### config.mk
export PLATFORM = sky130hd
export DESIGN_NAME = lsa_top
export DESIGN_NICKNAME = d
export VERILOG_FILES = /design/src/rtl/lsa_pkg.sv /design/src/rtl/lsa_addr_gen.sv /design/src/rtl/lsa_store_lane.sv /design/src/rtl/lsa_load_merge.sv /design/src/rtl/lsa_top.sv
export SDC_FILE = /design/constraint.sdc
export NUM_CORES = 1
export LEC_CHECK = 0
export ABC_AREA = 0
export BUFFER_PORTS_ARGS = -buffer_cell sky130_fd_sc_hd__buf_2
export CAP_MARGIN = 20
export CORE_MARGIN = 2
export CORE_UTILIZATION = 35
export DETAILED_ROUTE_END_ITERATION = 8
export HOLD_SLACK_MARGIN = 0.1
export PLACE_DENSITY = 0.55
export SKIP_LAST_GASP = 1
export SLEW_MARGIN = 20
export SYNTH_ARGS = -nofsm -noshare
export SYNTH_HDL_FRONTEND = slang
export SYNTH_SLANG_ARGS = --single-unit
### constraint.sdc
create_clock -name clk -period 2.5 [get_ports clk]
set_input_delay 0.125 -clock clk [delete_from_list [all_inputs] [get_ports clk]]
set_output_delay 0.125 -clock clk [all_outputs]
set_load 0.02 [all_outputs]
### src/rtl/lsa_pkg.sv
// Shared constants and the access-kind encoding for the load-store
// alignment unit. Assumes a word of a power-of-two number of bytes.
package lsa_pkg;
    localparam int unsigned WORD_W = 32;
    localparam int unsigned LANES  = WORD_W / 8;
    localparam int unsigned OFF_W  = $clog2(LANES);

    typedef enum logic [2:0] {
        ACC_BYTE  = 3'd0,
        ACC_HALF  = 3'd1,
        ACC_WORD  = 3'd2,
        ACC_UPPER = 3'd3,
        ACC_LOWER = 3'd4
    } acc_kind_e;
endpackage

### src/rtl/lsa_addr_gen.sv
// Effective-address adder and alignment classifier.
// Adds the sign-extended offset to the base and flags halfword and word
// accesses whose low address bits are not naturally aligned. Kinds above
// the last defined one are reported as not legal. Purely combinational.
module lsa_addr_gen
    import lsa_pkg::*;
#(
    parameter int unsigned ADDR_W = 32,
    parameter int unsigned IMM_W  = 16
) (
    input  logic [ADDR_W-1:0] base,
    input  logic [IMM_W-1:0]  imm,
    input  logic [2:0]        kind,
    output logic [ADDR_W-1:0] ea,
    output logic              misaligned,
    output logic              legal
);
    localparam int unsigned EXT_W = ADDR_W - IMM_W;

    // Base plus sign-extended offset, wrapping at the address width.
    always_comb begin
        ea = base + {{EXT_W{imm[IMM_W-1]}}, imm};
    end

    // Classify the kind and test natural alignment for half and word.
    always_comb begin
        legal      = (kind <= 3'(ACC_LOWER));
        misaligned = 1'b0;
        case (acc_kind_e'(kind))
            ACC_HALF: misaligned = ea[0];
            ACC_WORD: misaligned = |ea[OFF_W-1:0];
            default:  misaligned = 1'b0;
        endcase
    end
endmodule

### src/rtl/lsa_store_lane.sv
// Store-side lane steering.
// From the access kind and byte offset, builds the byte-enable mask and
// moves the register bytes onto their memory lanes. Byte lane n holds
// the byte at offset n (little-endian). Lanes that are not enabled carry
// zero. Reserved kinds enable nothing. Purely combinational.
module lsa_store_lane
    import lsa_pkg::*;
(
    input  logic [2:0]        kind,
    input  logic [OFF_W-1:0]  off,
    input  logic [WORD_W-1:0] src,
    output logic [LANES-1:0]  be,
    output logic [WORD_W-1:0] wdata
);
    localparam logic [LANES-1:0] ALL_LANES = '1;

    logic [OFF_W-1:0] inv_off;
    logic [OFF_W-1:0] half_off;

    // Distance from the top lane, and the lane base of a halfword.
    always_comb begin
        inv_off  = ~off;
        half_off = {off[OFF_W-1:1], 1'b0};
    end

    // Select mask and lane placement for each access kind.
    always_comb begin
        be    = '0;
        wdata = '0;
        case (acc_kind_e'(kind))
            ACC_BYTE: begin
                be    = LANES'(1) << off;
                wdata = WORD_W'(src[7:0]) << {off, 3'b000};
            end
            ACC_HALF: begin
                be    = LANES'(3) << half_off;
                wdata = WORD_W'(src[15:0]) << {half_off, 3'b000};
            end
            ACC_WORD: begin
                be    = ALL_LANES;
                wdata = src;
            end
            ACC_UPPER: begin
                be    = ALL_LANES >> inv_off;
                wdata = src >> {inv_off, 3'b000};
            end
            ACC_LOWER: begin
                be    = ALL_LANES << off;
                wdata = src << {off, 3'b000};
            end
            default: begin
                be    = '0;
                wdata = '0;
            end
        endcase
    end
endmodule

### src/rtl/lsa_load_merge.sv
// Load-side extraction and merge.
// Picks the addressed byte or halfword out of the returned word and
// extends it, or merges part of the word into the old register value
// for the upper- and lower-part forms. Reserved kinds return the old
// value. Purely combinational.
module lsa_load_merge
    import lsa_pkg::*;
(
    input  logic [2:0]        kind,
    input  logic              zero_ext,
    input  logic [OFF_W-1:0]  off,
    input  logic [WORD_W-1:0] rdata,
    input  logic [WORD_W-1:0] old,
    output logic [WORD_W-1:0] result
);
    localparam logic [LANES-1:0] ALL_LANES = '1;

    logic [OFF_W-1:0]  inv_off;
    logic [OFF_W-1:0]  half_off;
    logic [WORD_W-1:0] byte_word;
    logic [WORD_W-1:0] half_word;
    logic [WORD_W-1:0] shifted;
    logic [LANES-1:0]  take_mem;
    logic [WORD_W-1:0] merged;
    logic              byte_sign;
    logic              half_sign;

    // Offsets and the selected byte / halfword brought down to lane 0.
    always_comb begin
        inv_off   = ~off;
        half_off  = {off[OFF_W-1:1], 1'b0};
        byte_word = rdata >> {off, 3'b000};
        half_word = rdata >> {half_off, 3'b000};
        byte_sign = ~zero_ext & byte_word[7];
        half_sign = ~zero_ext & half_word[15];
    end

    // Partial-word alignment: shifted memory word and lanes it replaces.
    always_comb begin
        if (acc_kind_e'(kind) == ACC_UPPER) begin
            shifted  = rdata << {inv_off, 3'b000};
            take_mem = ALL_LANES << inv_off;
        end else begin
            shifted  = rdata >> {off, 3'b000};
            take_mem = ALL_LANES >> off;
        end
    end

    // Per-lane choice between memory byte and old register byte.
    for (genvar i = 0; i < LANES; i++) begin : g_lane
        assign merged[8*i +: 8] = take_mem[i] ? shifted[8*i +: 8] : old[8*i +: 8];
    end

    // Final result per access kind.
    always_comb begin
        case (acc_kind_e'(kind))
            ACC_BYTE:  result = {{(WORD_W-8){byte_sign}}, byte_word[7:0]};
            ACC_HALF:  result = {{(WORD_W-16){half_sign}}, half_word[15:0]};
            ACC_WORD:  result = rdata;
            ACC_UPPER: result = merged;
            ACC_LOWER: result = merged;
            default:   result = old;
        endcase
    end
endmodule

### src/rtl/lsa_top.sv
// Load-store data alignment unit, top level.
// Request side: effective address, alignment check and store lane
// steering, registered one cycle. Load side: extraction and merge of
// the returned word, registered one cycle. The two sides are
// independent. Assumes memory is little-endian and word addressed.
module lsa_top
    import lsa_pkg::*;
#(
    parameter int unsigned ADDR_W = 32,
    parameter int unsigned IMM_W  = 16
) (
    input  logic                    clk,
    input  logic                    rst_n,
    input  logic                    req_valid,
    input  logic                    req_store,
    input  logic [2:0]              req_kind,
    input  logic [ADDR_W-1:0]       req_base,
    input  logic [IMM_W-1:0]        req_imm,
    input  logic [WORD_W-1:0]       req_wdata,
    output logic [ADDR_W-OFF_W-1:0] mem_addr,
    output logic [LANES-1:0]        mem_be,
    output logic [WORD_W-1:0]       mem_wdata,
    output logic                    mem_we,
    output logic                    mem_re,
    output logic                    align_err,
    input  logic                    ld_valid,
    input  logic [2:0]              ld_kind,
    input  logic                    ld_unsigned,
    input  logic [OFF_W-1:0]        ld_off,
    input  logic [WORD_W-1:0]       ld_rdata,
    input  logic [WORD_W-1:0]       ld_old,
    output logic [WORD_W-1:0]       ld_result,
    output logic                    ld_done
);
    logic [ADDR_W-1:0] ea;
    logic              misaligned;
    logic              legal;
    logic [LANES-1:0]  be_c;
    logic [WORD_W-1:0] wdata_c;
    logic [WORD_W-1:0] result_c;
    logic              go;

    lsa_addr_gen #(
        .ADDR_W (ADDR_W),
        .IMM_W  (IMM_W)
    ) u_addr (
        .base       (req_base),
        .imm        (req_imm),
        .kind       (req_kind),
        .ea         (ea),
        .misaligned (misaligned),
        .legal      (legal)
    );

    lsa_store_lane u_store (
        .kind  (req_kind),
        .off   (ea[OFF_W-1:0]),
        .src   (req_wdata),
        .be    (be_c),
        .wdata (wdata_c)
    );

    lsa_load_merge u_load (
        .kind     (ld_kind),
        .zero_ext (ld_unsigned),
        .off      (ld_off),
        .rdata    (ld_rdata),
        .old      (ld_old),
        .result   (result_c)
    );

    // A request goes to memory only if its kind is legal and aligned.
    always_comb begin
        go = req_valid & legal & ~misaligned;
    end

    // Request-side output register.
    always_ff @(posedge clk) begin
        if (!rst_n) begin
            mem_addr  <= '0;
            mem_be    <= '0;
            mem_wdata <= '0;
            mem_we    <= 1'b0;
            mem_re    <= 1'b0;
            align_err <= 1'b0;
        end else begin
            mem_we    <= go & req_store;
            mem_re    <= go & ~req_store;
            align_err <= req_valid & legal & misaligned;
            mem_be    <= go ? be_c : '0;
            if (req_valid) begin
                mem_addr  <= ea[ADDR_W-1:OFF_W];
                mem_wdata <= wdata_c;
            end
        end
    end

    // Load-side result register; holds its value between loads.
    always_ff @(posedge clk) begin
        if (!rst_n) begin
            ld_result <= '0;
            ld_done   <= 1'b0;
        end else begin
            ld_done <= ld_valid;
            if (ld_valid) begin
                ld_result <= result_c;
            end
        end
    end
endmodule

==> flow_metrics.tcl, run 1 <==
set metrics [dict create \
    status "finished, final reports clean" \
    yosysWarnings 0 \
    crit_top_cell "buf_4" \
    postCtsHoldBufs 16 \
    switchingPower_w 0.00197 \
    grt_max_degree 47 \
    cts_tree "built" \
    die_w_um 158 \
    power_w 0.00542 \
    wl_per_cell_um 18.5 \
    worstSetupPathDepth 8 \
    finalInstanceArea_mm2 0.0106 \
    synth_enable_flop_cells 0 \
    powerDensity_mw_per_mm2 510 \
    regToRegSetupSlack_ns 1.32 \
    power.internal_w 0.00346 \
    path_delay_family "buffers and inverters" \
    swShare_pct 36.3 \
    worstSetupStartpoint "ld_kind[1]" \
    drive_gt1_share_pct 28.5 \
    routed_wl_mm 31.3 \
    num_rows 56 \
    ys_ff_latch 102 \
    portBuffers 259 \
    path_clk_slew_ns 0.08 \
    relSlewSlack_pct 44.4 \
    power_frac_comb_pct 36.9 \
    drtAntennaViolNets 0 \
    final_core_utilization_pct 45.6 \
    p_leak_nw 4.74 \
    drc 0 \
    die_y_um 158 \
    coreArea_mm2 0.0233 \
    clockBufferDepth 2 \
    syn_avg_cell_area_um2 7.53 \
    first_global_vias 8607 \
    slowest_stage "dlygate4sd3_1" \
    path_class "in -> reg" \
    cpPeakStageDelay_ns 0.56 \
    synthesis.area_mm2 0.00827 \
    rr_worst_depth 3 \
    area_growth_pct 28.5 \
    drt-pass1-iter-count 7 \
    nets 1554 \
    avgViaCountPerCell 5.61 \
    rsz0062_at_grt "false" \
    seq_area_frac_synth_pct 24.7 \
    fin_skew_ns 0 \
    gr-total-overflow 0 \
    dpl_cell_area_mm2 0.0101 \
    detailed_place_hpwl_mm 23.5 \
    drv_slew 0 \
    final-hold-violation-count 0 \
    htreeDepth 3 \
    final_cell_mix "buf_2 (259), nand2_1 (139), a21oi_1 (114), nor2_1 (112), dfxtp_1 (102)" \
    grt_pass1_wl_mm 47.1 \
    cp-start-kind "input port" \
    worst_slew_pin_slew_ns 0.834 \
    power_frac_seq_pct 33.3 \
    ir_drop_mv 0.267 \
    cp.required_ns 2.75 \
    cp-end-kind "flip-flop" \
    vias 9482 \
    cts.repair.resized 0 \
    grtUsageTotal_pct 24.0 \
    tns_ns 0 \
    fin_crit_sh_pct 90.6 \
    crit_arrival_ns 2.51 \
    die_area_mm2 0.0249 \
    clockPowerShare_pct 29.8 \
    ioPinCount 260 \
    cp-endpoint "ld_result[3]" \
    place.gp.congestion 0.892 \
    drt_iter0_drc 810 \
    cts-root-buf "clkbuf_16" \
    fmax_ghz 0.441 \
    postCtsSetupRepairBufs 0 \
    post-route-min-period_ns 2.27 \
    final_common_cell "buf_2" \
    hold_class "in -> reg" \
    antenna_found_initial 3 \
    cp_num_buf_inv 4 \
    clock_latency_ns 0.36 \
    cts.sinks 102 \
    netlist_instances 1098 \
    synth_cell_types 77 \
    initial_core_util_pct 35.4 \
    r2r_end "ld_result[0]" \
    path_cells "buf_2 > buf_4 > o21ai_2 > nand2_1 > buf_4 > a221oi_1 > a21oi_1 > dlygate4sd3_1" \
    setup_viol 0 \
    cts_inserted_buffers 9 \
    fill_cells 2442 \
    critPathMaxFanout 15 \
    rr_startpoint "ld_result[0]" \
    drv_cap 0 \
    syn_nets 1288 \
    synth-main-ff-cell "dfxtp_1" \
    synthArstFlopShare_pct 0 \
]
worst register-to-register path, delay by kind of cell (launching register included):
kind	cells	cell delay [ns]
flip-flops	1	0.32
buffers and inverters	1	0.56
AO/OA/AOI/OAI	2	0.20
layer usage:
metal | vias to the layer above | GRT usage, % | routed length [µm] | share of wire (%)
met1 | 4459 | 32.6 | 13900 | 45
met4 | 2 | 6.62 | 490 | 1.6
met3 | 33 | 4.43 | 2310 | 7.4
li1 | 4614 | - | - | -
met5 | - | 0 | 15 | 0.048
met2 | 374 | 39.1 | 14500 | 46
flip-flops by register name, summed over array words and instances, names as in the netlist:
register   cells
mem_re         1
mem_be         4
align_err      1
ld_done        1
mem_wdata     32
mem_we         1
ld_result     32
mem_addr      30
Yosys cell counts, types with 13 or more instances:
master      n  share of area (%)
nand2_1   139                6.3
dfxtp_1   102                 25
a22o_1     15                1.6
inv_1      13               0.59
ha_1       31                4.7
nor2_1    113                5.1
o21ai_0    93                5.6
a21oi_1   114                6.9
a221oi_1   14                1.5
clkbuf_1   50                2.3
a21o_1     13                1.2
o211ai_1   17                1.5
a22oi_1    17                1.5
nor2b_1    18                1.4
nand2b_1   21                1.6
mux2_2     21                2.9
o21ai_1    27                1.6
buf_2      24                1.5
mux2i_1    44                5.3
stage by stage:
stage | instances | worst slack [ns] | hold WS (ns)
detailed placement | 1656 | -0.0225 | 0.346
global route | 1688 | 0.139 | 0.123
global placement | 1656 | -0.0230 | 0.347
finish | 1690 | 0.234 | 0.109
floorplan | 1098 | 0.193 | 0.197
CTS | 1688 | 0.307 | 0.100
worst min-delay path by stage:
stage	startpoint	end	cells past startpoint
floorplan	req_store	mem_re	1
global route	ld_rdata[1]	ld_result[1]	3
detailed placement	req_store	mem_re	2
finish	ld_old[5]	ld_result[5]	3
CTS	ld_old[5]	ld_result[5]	3
global placement	req_store	mem_re	2
power groups by stage:
stage	logic (W)	clock network [W]	registers, W
floorplan	0.00110	0	0.00198
finish	0.00200	0.00162	0.00181
global placement	0.00195	0	0.00184
global route	0.00218	0.00172	0.00182
CTS	0.00199	0.00167	0.00181
detailed placement	0.00196	0	0.00184
logic make-up after synthesis:
logic type	after synthesis	synth area share, %
xor+xnor	20	2.12
flops	102	24.7
simple gates	348	19.0
fa+ha+maj	32	4.93
mux	74	10.5
compound gates	427	34.0
buf+inv	95	4.72
layout make-up:
cell class | count | area, µm² | area share [%]
Antenna cell | 2 | 5.00 | 0.0471
Clock buffer | 9 | 225 | 2.12
Clock inverter | 7 | 103 | 0.965
Inverter | 14 | 52.6 | 0.494
Multi-Input combinational cell | 901 | 5850 | 55.0
Sequential cell | 102 | 2040 | 19.2
Tap cell | 319 | 399 | 3.76
Timing Repair Buffer | 336 | 1950 | 18.4
Note: power is estimated with default switching activity, not from simulation.
==> inputs of run 2 (changes only) <==
Settings changed: PLACE_DENSITY 0.55 to default.
==> run 2 against run 1 <==
Effect of this change:
- first-iteration DRC count shrank 11%
- final cell count shrank 0.41%
- combinational power is essentially flat
- critical path type unchanged
- clock skew is the same
- highest routed layer unchanged
- hold slack gained 0.015 ns
- flip-flop and latch count is the same
- register-to-register slack is essentially flat
- routed wire length shrank 2.3%
==> flow_metrics.tcl, run 2 (synthesis results as in run 1) <==
set metrics [dict create \
    drtAntennaViolNets 0 \
    antenna_found_initial 2 \
    rsz0062_at_grt "false" \
    initial_core_util_pct 35.4 \
    grt_max_degree 57 \
    relSlewSlack_pct 41.4 \
    detailed_place_hpwl_mm 23.2 \
    routed_wl_mm 30.6 \
    holdWs_ns 0.124 \
    path_clk_slew_ns 0.08 \
    setup_viol 0 \
    nets 1548 \
    cts.sinks 102 \
    drv_slew 0 \
    rr_startpoint "ld_result[3]" \
    wl_per_cell_um 18.2 \
    regToRegSetupSlack_ns 1.32 \
    fmax_ghz 0.445 \
    gr-total-overflow 0 \
    cts_inserted_buffers 9 \
    worst_slack_ns 0.250 \
    cts_tree "built" \
    path_class "in -> reg" \
    post-route-min-period_ns 2.25 \
    drv_cap 0 \
    pre_cts_ws_ns -0.100 \
    die_w_um 158 \
    cp-start-kind "input port" \
    htreeDepth 3 \
    hold_class "in -> reg" \
    place.gp.congestion 0.909 \
    clock_latency_ns 0.36 \
    clockBufferDepth 2 \
    final_cell_count_no_fill 1683 \
    powerDensity_mw_per_mm2 503 \
    drt-pass1-iter-count 5 \
    drive_gt1_share_pct 27.9 \
    holdPathEnd "mem_wdata[11]" \
    cpPeakStageDelay_ns 0.68 \
    die_y_um 158 \
    grtUsageTotal_pct 23.8 \
    r2r_end "ld_result[3]" \
    vias 9486 \
    coreArea_mm2 0.0233 \
    largestRegisters "ld_result: 32 flops, mem_wdata: 32 flops, mem_addr: 30 flops" \
    grt_pass1_wl_mm 46.9 \
    fin_skew_ns 0 \
    num_rows 56 \
    die_area_mm2 0.0249 \
    slowest_stage "o21ai_1" \
    final_cell_mix "buf_2 (259), nand2_1 (139), a21oi_1 (114), nor2_1 (112), dfxtp_1 (102)" \
    power_w 0.00530 \
    crit_arrival_ns 2.52 \
    dp_cells 1647 \
    ioPinCount 260 \
    first_global_vias 8750 \
    area_growth_pct 27.4 \
    fin_crit_sh_pct 90.0 \
    cts-root-buf "clkbuf_16" \
    drt_iter0_drc 724 \
    final_common_cell "buf_2" \
    drc 0 \
    rr_worst_depth 3 \
    fill_cells 2472 \
    worst_slew_pin_slew_ns 0.873 \
    avgViaCountPerCell 5.64 \
    hold_path_depth 3 \
    critPathMaxFanout 9 \
    min_from "req_wdata[11]" \
    final-hold-violation-count 0 \
    p_leak_nw 4.69 \
    status "finished, final reports clean" \
    ir_drop_mv 0.273 \
    cp-end-kind "flip-flop" \
    path_cells "buf_2 > ha_2 > inv_1 > fa_1 > nor2b_1 > nor2b_1 > inv_1 > o21ai_1 > a22oi_1 > o21ai_0" \
    portBuffers 259 \
    cp.required_ns 2.77 \
]
## run 2: changes by cell type in the layout (fill, tap and decap cells not counted), sizes merged
cell	delta
buf	-9
bufinv	-1
clkbuf	+1
clkinv	+1
diode	-1
dlygate4sd3	+3
inv	-1
## run 2: worst max-delay path: cells and delay by family
family	cells	cell delay (ns)
and+or+nand+nor	2	0.43
buffers and inverters	3	0.19
adders and majority gates	2	0.70
AOI/OAI and AO/OA	3	1.08
## run 2: repair_timing
item                                   CTS  global route
buffers inserted                         0             0
resized for setup                        0             0
setup endpoints to repair                0             0
endpoints found under the hold margin   15             0
hold buffers                            19             0
## run 2: power breakdown
part	switching, W	internal, W	leakage (nW)	total, W
sequential	0.0000632	0.00174	0.837	0.00181
combinational	0.00117	0.000797	3.70	0.00197
clock	0.000716	0.000815	0.154	0.00153
## run 2: metrics by stage
stage               setup TNS, ns  util [%]  area [µm²]
floorplan                       0         -        8270
global placement           -0.340      43.0       10000
detailed placement         -0.934      43.0       10000
CTS                             0      45.2       10500
global route                    0      45.2       10500
finish                          0      45.2       10500
## run 2: worst max path at each step
stage	startpoint	to	slack, ns	cells after the start
finish	req_base[0]	mem_wdata[0]	0.25	10
global route	req_base[0]	mem_wdata[9]	0.02	10
CTS	req_base[0]	mem_wdata[14]	0.27	10
detailed placement	req_base[0]	mem_wdata[14]	-0.10	10
global placement	req_base[0]	mem_wdata[13]	-0.04	10
floorplan	req_base[0]	mem_addr[24]	0.19	10
## run 2: layout make-up
| cell class | count | area, µm² | share of cell area (%) |
|---|---|---|---|
| multi-input combinational | 901 | 5850 | 55.5 |
| sequential | 102 | 2040 | 19.4 |
| timing repair buffer | 330 | 1890 | 17.9 |
| tap | 319 | 399 | 3.79 |
| clock buffer | 10 | 239 | 2.27 |
| clock inverter | 6 | 66.3 | 0.629 |
| inverter | 14 | 52.6 | 0.499 |
| antenna | 1 | 2.50 | 0.0237 |
## run 2: metal layers
layer / vias up / routed length [µm] / GRT usage, %
li1: 4618 / - / -
met1: 4413 / 13300 / 31.7
met2: 401 / 13800 / 38.3
met3: 52 / 2540 / 4.74
met4: 2 / 863 / 8.53
met5: - / 15 / 0
==> inputs of run 3 (changes only) <==
Settings changed: PLACE_DENSITY from default to 0.54.
==> run 3 against run 2 <==
Effect of this change:
- register-to-register slack hardly changed
- first-iteration DRC count grew 4.4%
- critical path depth up 1
- routed wire length fell by 0.18%
- final cell count increased by 0.53%
- worst setup slack better by 0.075 ns
- critical path type unchanged
- largest power group unchanged
- sequential share of layout area is 0.21 points lower
- flip-flop and latch count unchanged
- clock power fell by 5%
- core utilization grew 0.49 points
- non-clock buffer count increased by 9
- design area increased by 1.1%
==> flow_metrics.tcl, run 3 (synthesis results as in run 1) <==
set metrics [dict create \
    grt_pass1_wl_mm 46.3 \
    cp-start-kind "input port" \
    detailed_place_hpwl_mm 23.2 \
    ir_drop_mv 0.270 \
    multiInputGateArea_mm2 0.00585 \
    cts-root-buf "clkbuf_16" \
    worst_slew_pin_slew_ns 0.884 \
    cp.required_ns 2.76 \
    vias 9426 \
    fmax_ghz 0.460 \
    rr_worst_depth 3 \
    num_rows 56 \
    hold_path_depth 3 \
    rr_startpoint "ld_result[0]" \
    cts.repair.resized 0 \
    gr-total-overflow 0 \
    initial_core_util_pct 35.4 \
    drc 0 \
    ioPinCount 260 \
    worst_slack_ns 0.325 \
    pre_cts_ws_ns -0.0402 \
    htreeDepth 3 \
    setup_viol 0 \
    cts_inserted_buffers 9 \
    rsz0062_at_grt "false" \
    cpPeakStageDelay_ns 0.40 \
    fill_cells 2460 \
    grt_max_degree 47 \
    drv_cap 0 \
    r2r_end "ld_result[0]" \
    first_global_vias 8709 \
    path_class "in -> reg" \
    cts_tree "built" \
    antenna_found_initial 0 \
    finalInstanceArea_mm2 0.0107 \
    crit_arrival_ns 2.43 \
    drt_iter0_drc 756 \
    drt-pass1-iter-count 6 \
    status "finished, final reports clean" \
    portBuffers 259 \
    postCtsSetupRepairBufs 0 \
    worstSetupStartpoint "req_base[0]" \
    grtUsageTotal_pct 23.6 \
    coreArea_mm2 0.0233 \
    dpl_cell_area_mm2 0.0101 \
    wl_per_cell_um 18.0 \
    final_common_cell "buf_2" \
    cp-endpoint "mem_addr[24]" \
    place.gp.congestion 0.891 \
    drtAntennaViolNets 0 \
    fin_crit_sh_pct 87.0 \
    regToRegSetupSlack_ns 1.31 \
    final_cell_mix "buf_2 (259), nand2_1 (139), a21oi_1 (114), nor2_1 (112), dfxtp_1 (102)" \
    final-seq-area_mm2 0.00204 \
    relSlewSlack_pct 40.9 \
    critPathMaxFanout 3 \
    largestRegisters "ld_result: 32 flops, mem_wdata: 32 flops, mem_addr: 30 flops" \
    slowest_stage "a2111oi_2" \
    path_cells "buf_2 > ha_2 > inv_1 > fa_1 > and2b_4 > o2111ai_2 > a31o_2 > a2111oi_2 > o211a_1 > o21ai_0 > a32o_1" \
    drv_slew 0 \
    nets 1557 \
    cts.sinks 102 \
    routed_wl_mm 30.5 \
    final-hold-violation-count 0 \
    avgViaCountPerCell 5.57 \
    p_leak_nw 4.73 \
    path_clk_slew_ns 0.08 \
    powerDensity_mw_per_mm2 494 \
    post-route-min-period_ns 2.18 \
    hold_class "in -> reg" \
    die_area_mm2 0.0249 \
    die_w_um 158 \
    postCtsHoldBufs 26 \
    area_growth_pct 28.8 \
    drive_gt1_share_pct 27.9 \
    fin_skew_ns 0 \
    clockBufferDepth 2 \
    clock_latency_ns 0.36 \
    cp-end-kind "flip-flop" \
    die_y_um 158 \
]
run 3: cell types whose count changed in the layout (fill, tap and decap cells not counted):
cell | before | now
clkbuf_8 | 1 | 0
o21ai_2 | 3 | 4
clkinv_4 | 0 | 2
clkinv_2 | 2 | 0
o21ai_1 | 28 | 27
buf_4 | 51 | 50
clkinv_8 | 0 | 1
clkinvlp_4 | 0 | 1
bufinv_16 | 1 | 0
buf_12 | 1 | 4
dlygate4sd3_1 | 19 | 26
run 3: routing by layer:
layer | GRT usage, % | vias to the layer above | part of all wire, %
met3 | 3.28 | 57 | 6.5
met1 | 31.9 | 4373 | 45
met2 | 38.0 | 369 | 45
li1 | - | 4627 | -
met4 | 9.57 | 0 | 2.9
met5 | 0 | - | 0
run 3: final cells by class:
type                    instances  area share, %
multi-input cells             901           54.9
clock inverters                 7          0.634
repair buffers                339           18.9
flip-flops and latches        102           19.2
diodes                          1         0.0235
inverters                      14          0.493
clock buffers                   9           2.11
well taps                     319           3.75
run 3: worst min-delay path by stage:
stage                         endpoint          from  slack [ns]
after floorplan                 mem_re     req_store        0.20
after global placement          mem_re     req_store        0.35
after detailed placement        mem_re     req_store        0.35
after CTS                 mem_wdata[9]  req_wdata[1]        0.10
after global routing      mem_wdata[9]  req_wdata[1]        0.12
final                     ld_result[1]   ld_rdata[1]        0.12
run 3: through the flow:
step                util (%)  power [W]  instances  setup TNS [ns]  hold slack (ns)
floorplan                  -    0.00308       1098               0            0.197
global placement        43.3    0.00378       1649               0            0.352
detailed placement      43.3    0.00378       1649         -0.0402            0.348
CTS                     45.6    0.00529       1691               0            0.103
global route            45.6    0.00555       1691               0            0.119
finish                  45.7    0.00526       1692               0            0.121
run 3: power by group:
group	internal [W]	total, W	switching, W
Combinational	0.000818	0.00199	0.00117
Sequential	0.00174	0.00181	0.0000643
Clock	0.000701	0.00146	0.000760
run 3: worst max-delay path: cells and delay by family:
kind | cells | cell delay [ns]
buf+inv | 2 | 0.13
compound gates | 6 | 1.37
fa+ha+maj | 2 | 0.54
simple gates | 1 | 0.27
